### src/rtl/asram_pkg.sv
`timescale 1ns/1ps
package asram_pkg;

  typedef enum logic [2:0] {
    ST_IDLE   = 3'd0,
    ST_TURN   = 3'd1,
    ST_SETUP  = 3'd2,
    ST_STROBE = 3'd3,
    ST_HOLD   = 3'd4
  } asram_state_e;

  // nanoseconds to whole clock cycles, rounded up
  function automatic int unsigned ns_to_cyc(input int unsigned ns, input int unsigned per);
    return (ns + per - 1) / per;
  endfunction

  function automatic int unsigned umax(input int unsigned a, input int unsigned b);
    return (a > b) ? a : b;
  endfunction

  // hold window padded so the whole access meets a cycle-time floor
  function automatic int unsigned pad_hold(input int unsigned setup, input int unsigned strobe,
                                           input int unsigned hold, input int unsigned floor_cyc);
    return (setup + strobe + hold >= floor_cyc) ? hold : (floor_cyc - setup - strobe);
  endfunction

endpackage

### src/rtl/asram_timer.sv
`timescale 1ns/1ps
module asram_timer #(
  parameter int unsigned CW = 4
) (
  input  logic          clk,
  input  logic          rst_n,
  input  logic          load,
  input  logic [CW-1:0] load_val,
  output logic          done
);

  logic [CW-1:0] cnt_q;

  always_ff @(posedge clk or negedge rst_n) begin
    if (!rst_n)              cnt_q <= '0;
    else if (load)           cnt_q <= load_val;
    else if (cnt_q != '0)    cnt_q <= cnt_q - 1'b1;
  end

  assign done = (cnt_q == '0);

endmodule

### src/rtl/asram_fsm.sv
`timescale 1ns/1ps
module asram_fsm
  import asram_pkg::*;
#(
  parameter int unsigned CW        = 4,
  parameter int unsigned SETUP_CYC = 1,
  parameter int unsigned WSTB_CYC  = 1,
  parameter int unsigned WHOLD_CYC = 1,
  parameter int unsigned RSTB_CYC  = 1,
  parameter int unsigned RHOLD_CYC = 1
) (
  input  logic         clk,
  input  logic         rst_n,
  input  logic         req_valid,
  input  logic         req_we,
  input  logic         tmr_done,
  output logic         req_ready,
  output logic         acc,
  output logic         cap_en,
  output logic         tmr_load,
  output logic [CW-1:0] tmr_val,
  output asram_state_e state_d,
  output logic         op_we_d
);

  localparam logic [CW-1:0] L_SETUP = CW'(SETUP_CYC - 1);
  localparam logic [CW-1:0] L_WSTB  = CW'(WSTB_CYC - 1);
  localparam logic [CW-1:0] L_WHOLD = CW'(WHOLD_CYC - 1);
  localparam logic [CW-1:0] L_RSTB  = CW'(RSTB_CYC - 1);
  localparam logic [CW-1:0] L_RHOLD = CW'(RHOLD_CYC - 1);

  asram_state_e state_q;
  logic         op_we_q;
  logic         last_rd_q;

  always_comb begin
    state_d  = state_q;
    op_we_d  = op_we_q;
    acc      = 1'b0;
    cap_en   = 1'b0;
    tmr_load = 1'b0;
    tmr_val  = '0;
    unique case (state_q)
      ST_IDLE: begin
        if (req_valid) begin
          acc      = 1'b1;
          op_we_d  = req_we;
          tmr_load = 1'b1;
          if (req_we && last_rd_q) begin
            state_d = ST_TURN;
            tmr_val = '0;
          end else begin
            state_d = ST_SETUP;
            tmr_val = L_SETUP;
          end
        end
      end
      ST_TURN: begin
        if (tmr_done) begin
          state_d  = ST_SETUP;
          tmr_load = 1'b1;
          tmr_val  = L_SETUP;
        end
      end
      ST_SETUP: begin
        if (tmr_done) begin
          state_d  = ST_STROBE;
          tmr_load = 1'b1;
          tmr_val  = op_we_q ? L_WSTB : L_RSTB;
        end
      end
      ST_STROBE: begin
        if (tmr_done) begin
          state_d  = ST_HOLD;
          cap_en   = !op_we_q;
          tmr_load = 1'b1;
          tmr_val  = op_we_q ? L_WHOLD : L_RHOLD;
        end
      end
      ST_HOLD: begin
        if (tmr_done) state_d = ST_IDLE;
      end
      default: state_d = ST_IDLE;
    endcase
  end

  always_ff @(posedge clk or negedge rst_n) begin
    if (!rst_n) begin
      state_q   <= ST_IDLE;
      op_we_q   <= 1'b0;
      last_rd_q <= 1'b0;
    end else begin
      state_q <= state_d;
      op_we_q <= op_we_d;
      if (acc) last_rd_q <= !req_we;
    end
  end

  assign req_ready = (state_q == ST_IDLE);


  ready_drop_chk: assert property (@(posedge clk) disable iff (!rst_n)
    (req_valid && req_ready) |=> !req_ready);


  turn_to_setup_chk: assert property (@(posedge clk) disable iff (!rst_n)
    (state_q == ST_TURN) |=> (state_q == ST_SETUP));

endmodule

### src/rtl/asram_datapath.sv
`timescale 1ns/1ps
module asram_datapath
  import asram_pkg::*;
#(
  parameter int unsigned AW = 18,
  parameter int unsigned DW = 16,
  parameter int unsigned NL = DW / 8
) (
  input  logic          clk,
  input  logic          rst_n,
  input  logic          acc,
  input  logic          cap_en,
  input  asram_state_e  state_d,
  input  logic          op_we_d,
  input  logic [AW-1:0] req_addr,
  input  logic [NL-1:0] req_be,
  input  logic [DW-1:0] req_wdata,
  input  logic [DW-1:0] mem_dq_in,
  output logic [AW-1:0] mem_addr,
  output logic          mem_ce_n,
  output logic          mem_oe_n,
  output logic          mem_we_n,
  output logic [NL-1:0] mem_be_n,
  output logic [DW-1:0] mem_dq_out,
  output logic          mem_dq_drive,
  output logic          rsp_valid,
  output logic [DW-1:0] rsp_rdata
);

  logic [AW-1:0] addr_q;
  logic [NL-1:0] be_q;
  logic [DW-1:0] wdata_q;
  logic [NL-1:0] be_d;
  logic          active_d;
  logic [DW-1:0] cap_word;

  logic          ce_n_q, oe_n_q, we_n_q, drive_q, rsp_q;
  logic [NL-1:0] be_n_q;
  logic [DW-1:0] rdata_q;

  assign be_d     = acc ? req_be : be_q;
  assign active_d = (state_d == ST_SETUP) || (state_d == ST_STROBE) || (state_d == ST_HOLD);

  for (genvar l = 0; l < NL; l++) begin : g_lane
    assign cap_word[l*8 +: 8] = be_q[l] ? mem_dq_in[l*8 +: 8] : 8'h00;
  end

  always_ff @(posedge clk or negedge rst_n) begin
    if (!rst_n) begin
      addr_q  <= '0;
      be_q    <= '0;
      wdata_q <= '0;
    end else if (acc) begin
      addr_q  <= req_addr;
      be_q    <= req_be;
      wdata_q <= req_wdata;
    end
  end

  always_ff @(posedge clk or negedge rst_n) begin
    if (!rst_n) begin
      ce_n_q  <= 1'b1;
      oe_n_q  <= 1'b1;
      we_n_q  <= 1'b1;
      be_n_q  <= '1;
      drive_q <= 1'b0;
      rsp_q   <= 1'b0;
      rdata_q <= '0;
    end else begin
      ce_n_q  <= !active_d;
      oe_n_q  <= !((state_d == ST_STROBE) && !op_we_d);
      we_n_q  <= !((state_d == ST_STROBE) && op_we_d);
      be_n_q  <= active_d ? ~be_d : '1;
      drive_q <= active_d && op_we_d;
      rsp_q   <= cap_en;
      if (cap_en) rdata_q <= cap_word;
    end
  end

  assign mem_addr     = addr_q;
  assign mem_dq_out   = wdata_q;
  assign mem_ce_n     = ce_n_q;
  assign mem_oe_n     = oe_n_q;
  assign mem_we_n     = we_n_q;
  assign mem_be_n     = be_n_q;
  assign mem_dq_drive = drive_q;
  assign rsp_valid    = rsp_q;
  assign rsp_rdata    = rdata_q;


  no_bus_fight_chk: assert property (@(posedge clk) disable iff (!rst_n)
    !(mem_dq_drive && !mem_oe_n));


  we_inside_ce_chk: assert property (@(posedge clk) disable iff (!rst_n)
    !mem_we_n |-> !mem_ce_n);


  we_ends_write_chk: assert property (@(posedge clk) disable iff (!rst_n)
    $rose(mem_we_n) |-> !mem_ce_n);


  addr_hold_chk: assert property (@(posedge clk) disable iff (!rst_n)
    (!mem_ce_n && !$past(mem_ce_n)) |-> $stable(mem_addr));


  wdata_stable_chk: assert property (@(posedge clk) disable iff (!rst_n)
    (mem_dq_drive && $past(mem_dq_drive)) |-> $stable(mem_dq_out));


  rsp_pulse_chk: assert property (@(posedge clk) disable iff (!rst_n)
    rsp_valid |=> !rsp_valid);

endmodule

### src/rtl/asram_ctrl.sv
`timescale 1ns/1ps
module asram_ctrl
  import asram_pkg::*;
#(
  parameter int unsigned AW        = 18,
  parameter int unsigned DW        = 16,
  parameter int unsigned CLK_NS    = 10,
  parameter int unsigned T_SA_NS   = 0,
  parameter int unsigned T_PWE_NS  = 7,
  parameter int unsigned T_SCE_NS  = 8,
  parameter int unsigned T_AW_NS   = 8,
  parameter int unsigned T_BW_NS   = 7,
  parameter int unsigned T_SD_NS   = 5,
  parameter int unsigned T_HD_NS   = 0,
  parameter int unsigned T_WC_NS   = 10,
  parameter int unsigned T_AA_NS   = 10,
  parameter int unsigned T_DOE_NS  = 5,
  parameter int unsigned T_HZOE_NS = 5,
  parameter int unsigned T_RC_NS   = 10
) (
  input  logic                clk,
  input  logic                rst_n,
  input  logic                req_valid,
  output logic                req_ready,
  input  logic                req_we,
  input  logic [AW-1:0]       req_addr,
  input  logic [DW/8-1:0]     req_be,
  input  logic [DW-1:0]       req_wdata,
  output logic                rsp_valid,
  output logic [DW-1:0]       rsp_rdata,
  output logic [AW-1:0]       mem_addr,
  output logic                mem_ce_n,
  output logic                mem_oe_n,
  output logic                mem_we_n,
  output logic [DW/8-1:0]     mem_be_n,
  output logic [DW-1:0]       mem_dq_out,
  output logic                mem_dq_drive,
  input  logic [DW-1:0]       mem_dq_in
);

  localparam int unsigned NL = DW / 8;

  localparam int unsigned SETUP_CYC = umax(1, ns_to_cyc(T_SA_NS, CLK_NS));
  localparam int unsigned W_ACT_NS  = umax(umax(T_PWE_NS, T_BW_NS), umax(umax(T_SCE_NS, T_AW_NS), T_SD_NS));
  localparam int unsigned WSTB_CYC  = umax(1, ns_to_cyc(W_ACT_NS, CLK_NS));
  localparam int unsigned WHOLD_CYC = pad_hold(SETUP_CYC, WSTB_CYC,
                                               umax(1, ns_to_cyc(T_HD_NS, CLK_NS)),
                                               ns_to_cyc(T_WC_NS, CLK_NS));
  localparam int unsigned RSTB_CYC  = umax(1, ns_to_cyc(umax(T_AA_NS, T_DOE_NS), CLK_NS));
  localparam int unsigned RHOLD_CYC = pad_hold(SETUP_CYC, RSTB_CYC,
                                               umax(1, ns_to_cyc(T_HZOE_NS, CLK_NS)),
                                               ns_to_cyc(T_RC_NS, CLK_NS));
  localparam int unsigned MAX_CYC   = umax(umax(SETUP_CYC, WSTB_CYC),
                                           umax(umax(WHOLD_CYC, RSTB_CYC), RHOLD_CYC));
  localparam int unsigned CW        = $clog2(MAX_CYC + 1);

  logic          acc, cap_en, tmr_load, tmr_done, op_we_d;
  logic [CW-1:0] tmr_val;
  asram_state_e  state_d;

  asram_timer #(.CW(CW)) u_timer (
    .clk      (clk),
    .rst_n    (rst_n),
    .load     (tmr_load),
    .load_val (tmr_val),
    .done     (tmr_done)
  );

  asram_fsm #(
    .CW        (CW),
    .SETUP_CYC (SETUP_CYC),
    .WSTB_CYC  (WSTB_CYC),
    .WHOLD_CYC (WHOLD_CYC),
    .RSTB_CYC  (RSTB_CYC),
    .RHOLD_CYC (RHOLD_CYC)
  ) u_fsm (
    .clk       (clk),
    .rst_n     (rst_n),
    .req_valid (req_valid),
    .req_we    (req_we),
    .tmr_done  (tmr_done),
    .req_ready (req_ready),
    .acc       (acc),
    .cap_en    (cap_en),
    .tmr_load  (tmr_load),
    .tmr_val   (tmr_val),
    .state_d   (state_d),
    .op_we_d   (op_we_d)
  );

  asram_datapath #(.AW(AW), .DW(DW), .NL(NL)) u_dp (
    .clk          (clk),
    .rst_n        (rst_n),
    .acc          (acc),
    .cap_en       (cap_en),
    .state_d      (state_d),
    .op_we_d      (op_we_d),
    .req_addr     (req_addr),
    .req_be       (req_be),
    .req_wdata    (req_wdata),
    .mem_dq_in    (mem_dq_in),
    .mem_addr     (mem_addr),
    .mem_ce_n     (mem_ce_n),
    .mem_oe_n     (mem_oe_n),
    .mem_we_n     (mem_we_n),
    .mem_be_n     (mem_be_n),
    .mem_dq_out   (mem_dq_out),
    .mem_dq_drive (mem_dq_drive),
    .rsp_valid    (rsp_valid),
    .rsp_rdata    (rsp_rdata)
  );

endmodule

### config.mk
export PLATFORM = sky130hd
export DESIGN_NAME = asram_ctrl
export DESIGN_NICKNAME = d
export VERILOG_FILES = /design/src/rtl/asram_pkg.sv /design/src/rtl/asram_timer.sv /design/src/rtl/asram_fsm.sv /design/src/rtl/asram_datapath.sv /design/src/rtl/asram_ctrl.sv
export SDC_FILE = /design/constraint.sdc
export NUM_CORES = 1
export LEC_CHECK = 0
export ABC_CLOCK_PERIOD_IN_PS = 2900
export BUFFER_PORTS_ARGS = -buffer_cell sky130_fd_sc_hd__buf_2
export CORE_UTILIZATION = 35
export CTS_CLUSTER_SIZE = 40
export DETAILED_ROUTE_END_ITERATION = 10
export GPL_TIMING_DRIVEN = 0
export PLACE_DENSITY = 0.72
export SKIP_LAST_GASP = 1
export SLEW_MARGIN = 10
export SYNTH_ARGS = -nofsm -noshare
export SYNTH_HDL_FRONTEND = slang
export SYNTH_HIERARCHICAL = 1
export SYNTH_SLANG_ARGS = --single-unit
### constraint.sdc
create_clock -name clk -period 2.9 [get_ports clk]
set_input_delay 0.29 -clock clk [delete_from_list [all_inputs] [get_ports clk]]
set_output_delay 0.29 -clock clk [all_outputs]
set_load 0.05 [all_outputs]
# Word level (Yosys, flattened, before mapping)
# Index checks and enable logic that the tools add are counted.
[totals]
regBits = 65
[op_classes]
bitwise = 1
n_mux = 21
add_sub_neg = 1
eq_ne = 7
reduce_logical = 14
[op_table]
columns = ["cell", "count"]
rows = [
  ["8-bit two-way mux", 2],
  ["3-bit two-way mux", 5],
  ["3-bit case mux with 5 select lines", 1],
  ["3-bit by 2-bit == test with 1-bit output (second input constant)", 4],
  ["1-bit two-way mux", 9],
  ["3-bit == test (second input constant)", 2],
  ["1-bit zero test", 6],
  ["2-bit two-way mux", 3],
  ["1-bit logical AND", 4],
  ["3-bit by 1-bit == test with 1-bit output (second input constant)", 1],
  ["3-bit zero test", 1],
  ["3-bit OR reduction", 1],
  ["1-bit logical OR", 2],
  ["2-bit NOT", 1],
  ["1-bit case mux with 2 select lines", 1],
  ["1-bit subtractor (second input constant)", 1],
]

# Longest topological paths before layout
[depth]
depth_word = 8
mapped_depth = 6

# Hierarchy
# The synthesis kept the hierarchy.
[modules_own_cells]
columns = ["mod", "seq_area_each_um2", "instances", "area_per_inst_um2", "cells_each"]
rows = [
  ["asram_datapath", 1482.7, 1, 2361.0, 160],
  ["asram_fsm", 125.1, 1, 295.3, 30],
  ["asram_timer", 25.0, 1, 35.0, 3],
]

# Least setup slack after synthesis
# OpenSTA, ideal clock, no wires.
[synth_path]
path_kind = "register -> output"
startpoint = "register u_fsm.state_q[0]"
endpoint = "output req_ready"
slack_ns = 1.041
t_arrival_ns = 1.569
path_stages_with_launch = 3
cell_sequence = "dfrtp_1 > buf_6 > nor3_1"
[synth_via]
elab_chain_cells = 1
[synth_lines]
columns = ["element", "line_no", "text"]
rows = [
  ["from (decl)", "asram_fsm.sv:32", "asram_state_e state_q;"],
  ["from (signal assigned)", "asram_fsm.sv:93", "state_q <= state_d;"],
  ["3-bit zero test", "asram_fsm.sv:99", "assign req_ready = (state_q == ST_IDLE);"],
  ["to (decl)", "asram_ctrl.sv:24", "output logic req_ready,"],
]
# No other way between the ends.

# Worst setup path in the final report
[layout_path]
startpoint = "register u_fsm.state_q[1]"
endpoint = "register u_dp.addr_q[4] (netlist: u_dp/mem_addr[4])"
[layout_via]
elab_chain_cells = 2
[layout_lines]
columns = ["element", "line_no", "text"]
rows = [
  ["3-bit zero test", "asram_fsm.sv:43", "unique case (state_q)"],
  ["1-bit two-way mux", "asram_fsm.sv:43", ""],
  ["net acc", "asram_ctrl.sv:57", "logic acc, cap_en, tmr_load, tmr_done, op_we_d;"],
  ["to (signal assigned)", "asram_datapath.sv:54", "addr_q <= req_addr;"],
  ["to (decl)", "asram_datapath.sv:30", "logic [AW-1:0] addr_q;"],
]
# The timed path passes the listed nets, and every way through them passes these cells.
# A chain may end at the register's enable or synchronous reset.

==> results.md <==
- Status: completed
- Ratio of cells with drive above 1 in the final layout: 55.6%
- Gr ovfl total: 0
- Post-layout nets: between 300 and 400
- DRT iter0 DRCs: 27
- Slew Viols, Final: 0
- Syn avg cell area: ~14 um^2
- Fillers: about 690
- RSZ-0062 raised after global routing: no
- Core area: about 7300 um^2
- Ys Warns: 6
- Mapped cell area: 2690 um^2
- Vias in the first global route: between 1,500 and 2,000
- #FFs+latches synth: 65
- Worst Hold Class: primary input to asynchronous set/reset pin
- Worst Setup Start Kind: flip-flop
- P&R area growth vs syn: 32.2%
- Initial antenna violation count: 0
- CP max FO: 10
- Critical path's slowest cell: dfrtp_1
- Tmin final: between 1.5 and 2 ns
- Clk root buf: clkbuf_8
- Die Wd: about 90 um
- CTS max path bufs: 2
- Inserted Diodes: 0
- Fin crit share: 61.1%
- Most common cell after layout, fill and taps aside: buf_2
- Via count: around 1,900
- WL/cell: ~13 um
- Final wirelength: around 5400 um
- Setup TNS: 0 ns
- Post-synthesis cell type count: 27
- Mapped Cells: slightly below 200
- Register area share after synthesis: approximately three fifths
- CP top delay family: flip-flops
- Skew-Pair Late Insertion Delay: between 0.3 and 0.4 ns
- Clk sinks: 65
- Die Area: roughly 8000 um^2
- Final hold vios: 0
- First-pass GRT wire length: about 8200 um
- Cts repair resizes: 0
- CTS tree: built
- Row cnt: 31
- Fin area: 3560 um^2
- MaxCap Viol Count: 0
- Critical Path Sink Type: flip-flop
- Initial core utilization: between 30% and 40%
- DRC: 0
- Post-CTS setup buffers: 0
- Syn nets: roughly 250
- Slew margin rel.: around 48%
- # setup viols final: 0
- Global Route Usage Sum: between 10 and 15%
- H-tree depth: 3
- IO Port Bufs: 113
- Required @ worst endpoint: ~3.1 ns
- DRT Pass-1 Iters: 4
- Area after DPL: roughly 3400 um^2
- CP bufs+invs: 2
- DRT antenna net count: 0
- CTS buffer count: 9
- Final RePlAce weighted congestion: 0.754
- F_max: 564 MHz
- CP arrival: slightly below 2 ns
- Most frequent cells in the layout: buf_2, dfrtp_1, mux2_4, o21ai_0, nand3_1
- Die Ht: between 80 and 90 um
- CP max stage delay: around 0.47 ns
- Largest net degree at the start of global routing: 66
- DP Wirelength: a little under 4000 um
- Kind of critical path: flip-flop to flip-flop
- Worst-margin pin slew: between 0.7 and 0.8 ns
- Worst-path clk slew: 0.07 ns
- Post-cts hold buffer count: 0
- Critical Path, Cell by Cell: nor4b_4 -> buf_6 -> buf_12 -> mux2_4
- Routed vias/inst: about 4.4
- Worst Skew: ~0.0077 ns
- IO Count: roughly 110
-- cells in the mapped netlist, drive strengths merged --
library cell  instances  share of area (%)
nand2                 3               0.42
a21oi                 3               0.56
dfstp                 5                4.9
and2                  1               0.23
inv                  18                2.5
o21a                  1               0.28
dfrtp                60                 56
and3b                 1               0.37
o21ai                20                3.7
nor3                  1               0.19
a311oi                1               0.33
nor4b                 1               0.88
nand3                19                3.5
nor2                  4               0.56
a221oi                1               0.33
nor3b                 1               0.28
conb                  1               0.14
nand3b                1               0.28
buf                   8                3.7
mux2                 37                 20
clkbuf                3               0.42
nand4b                1               0.33
nor2b                 2               0.46
-- routing by layer --
| layer | track usage, % | wire (um) |
|---|---|---|
| met1 | 16.7 | 2370 |
| met2 | 22.7 | 2650 |
| met3 | 5.21 | 336 |
| met4 | 5.19 | 52 |
| met5 | 0 | 0 |
-- path summary, 6_finish.rpt --
| check | from | to | slack, ns | cells past startpoint |
|---|---|---|---|---|
| min reg2reg | u_dp/mem_dq_out[15] | u_dp/mem_dq_out[15] | 0.50 | 1 |
| min | rst_n | u_dp/mem_dq_out[1] | 0.05 | 1 |
| max | u_fsm/state_q[1] | u_dp/mem_addr[4] | 1.13 | 4 |
| max in group asynchronous | rst_n | u_dp/rsp_rdata[10] | 2.35 | 1 |
| max reg2reg | u_fsm/state_q[1] | u_dp/mem_addr[4] | 1.13 | 4 |
| min in group clk | req_wdata[12] | u_dp/mem_dq_out[12] | 0.18 | 2 |
-- registers in the layout (all words and copies together) (netlist names) --
signal             flops
u_dp/mem_dq_out       16
u_dp/mem_oe_n          1
u_dp/be_q              2
u_dp/mem_addr         18
u_dp/mem_dq_drive      1
u_dp/rsp_rdata        16
u_dp/rsp_valid         1
u_dp/mem_we_n          1
u_fsm/op_we_q          1
u_timer/cnt_q          1
u_dp/mem_be_n          2
u_fsm/last_rd_q        1
u_fsm/state_q          3
u_dp/mem_ce_n          1
-- layout make-up --
class / count / area, um^2 / share of cell area [%]
repair buffers: 113 / 568 / 16.0
inverters: 18 / 67.6 / 1.90
clock inverters: 3 / 15.0 / 0.422
multi-input cells: 99 / 880 / 24.7
plain buffers: 11 / 111 / 3.13
clock buffers: 13 / 159 / 4.47
well taps: 99 / 124 / 3.48
flip-flops and latches: 65 / 1630 / 45.9
-- metrics by stage --
step	hold slack, ns	worst slack [ns]	util [%]	std cells
floorplan	-0.00559	1.04	-	193
global placement	0.484	1.16	46.1	405
detailed placement	0.431	1.13	46.2	405
CTS	0.0583	1.11	48.5	421
global route	0.100	1.01	48.5	421
finish	0.0495	1.13	48.5	421
-- worst reg2reg max path: cells and delay by family, from the launching register on --
family | cells | cell delay, ns
flops | 1 | 0.47
simple gates | 1 | 0.46
buf+inv | 2 | 0.42
mux | 1 | 0.31
-- cell families (layout without fill, tap and decap cells) --
group,Yosys count,in the layout,share of synthesized area (%)
DFF,65,65,60.7
muxes,37,37,19.8
and+or+nand+nor,35,35,7.53
buffers and inverters,29,158,6.65
AOI/OAI and AO/OA,26,26,5.21
other,1,1,0.139
Power is left out: the tool's default activity adds up to more than one toggle a clock period on the data nets, which glitch-free logic cannot reach.
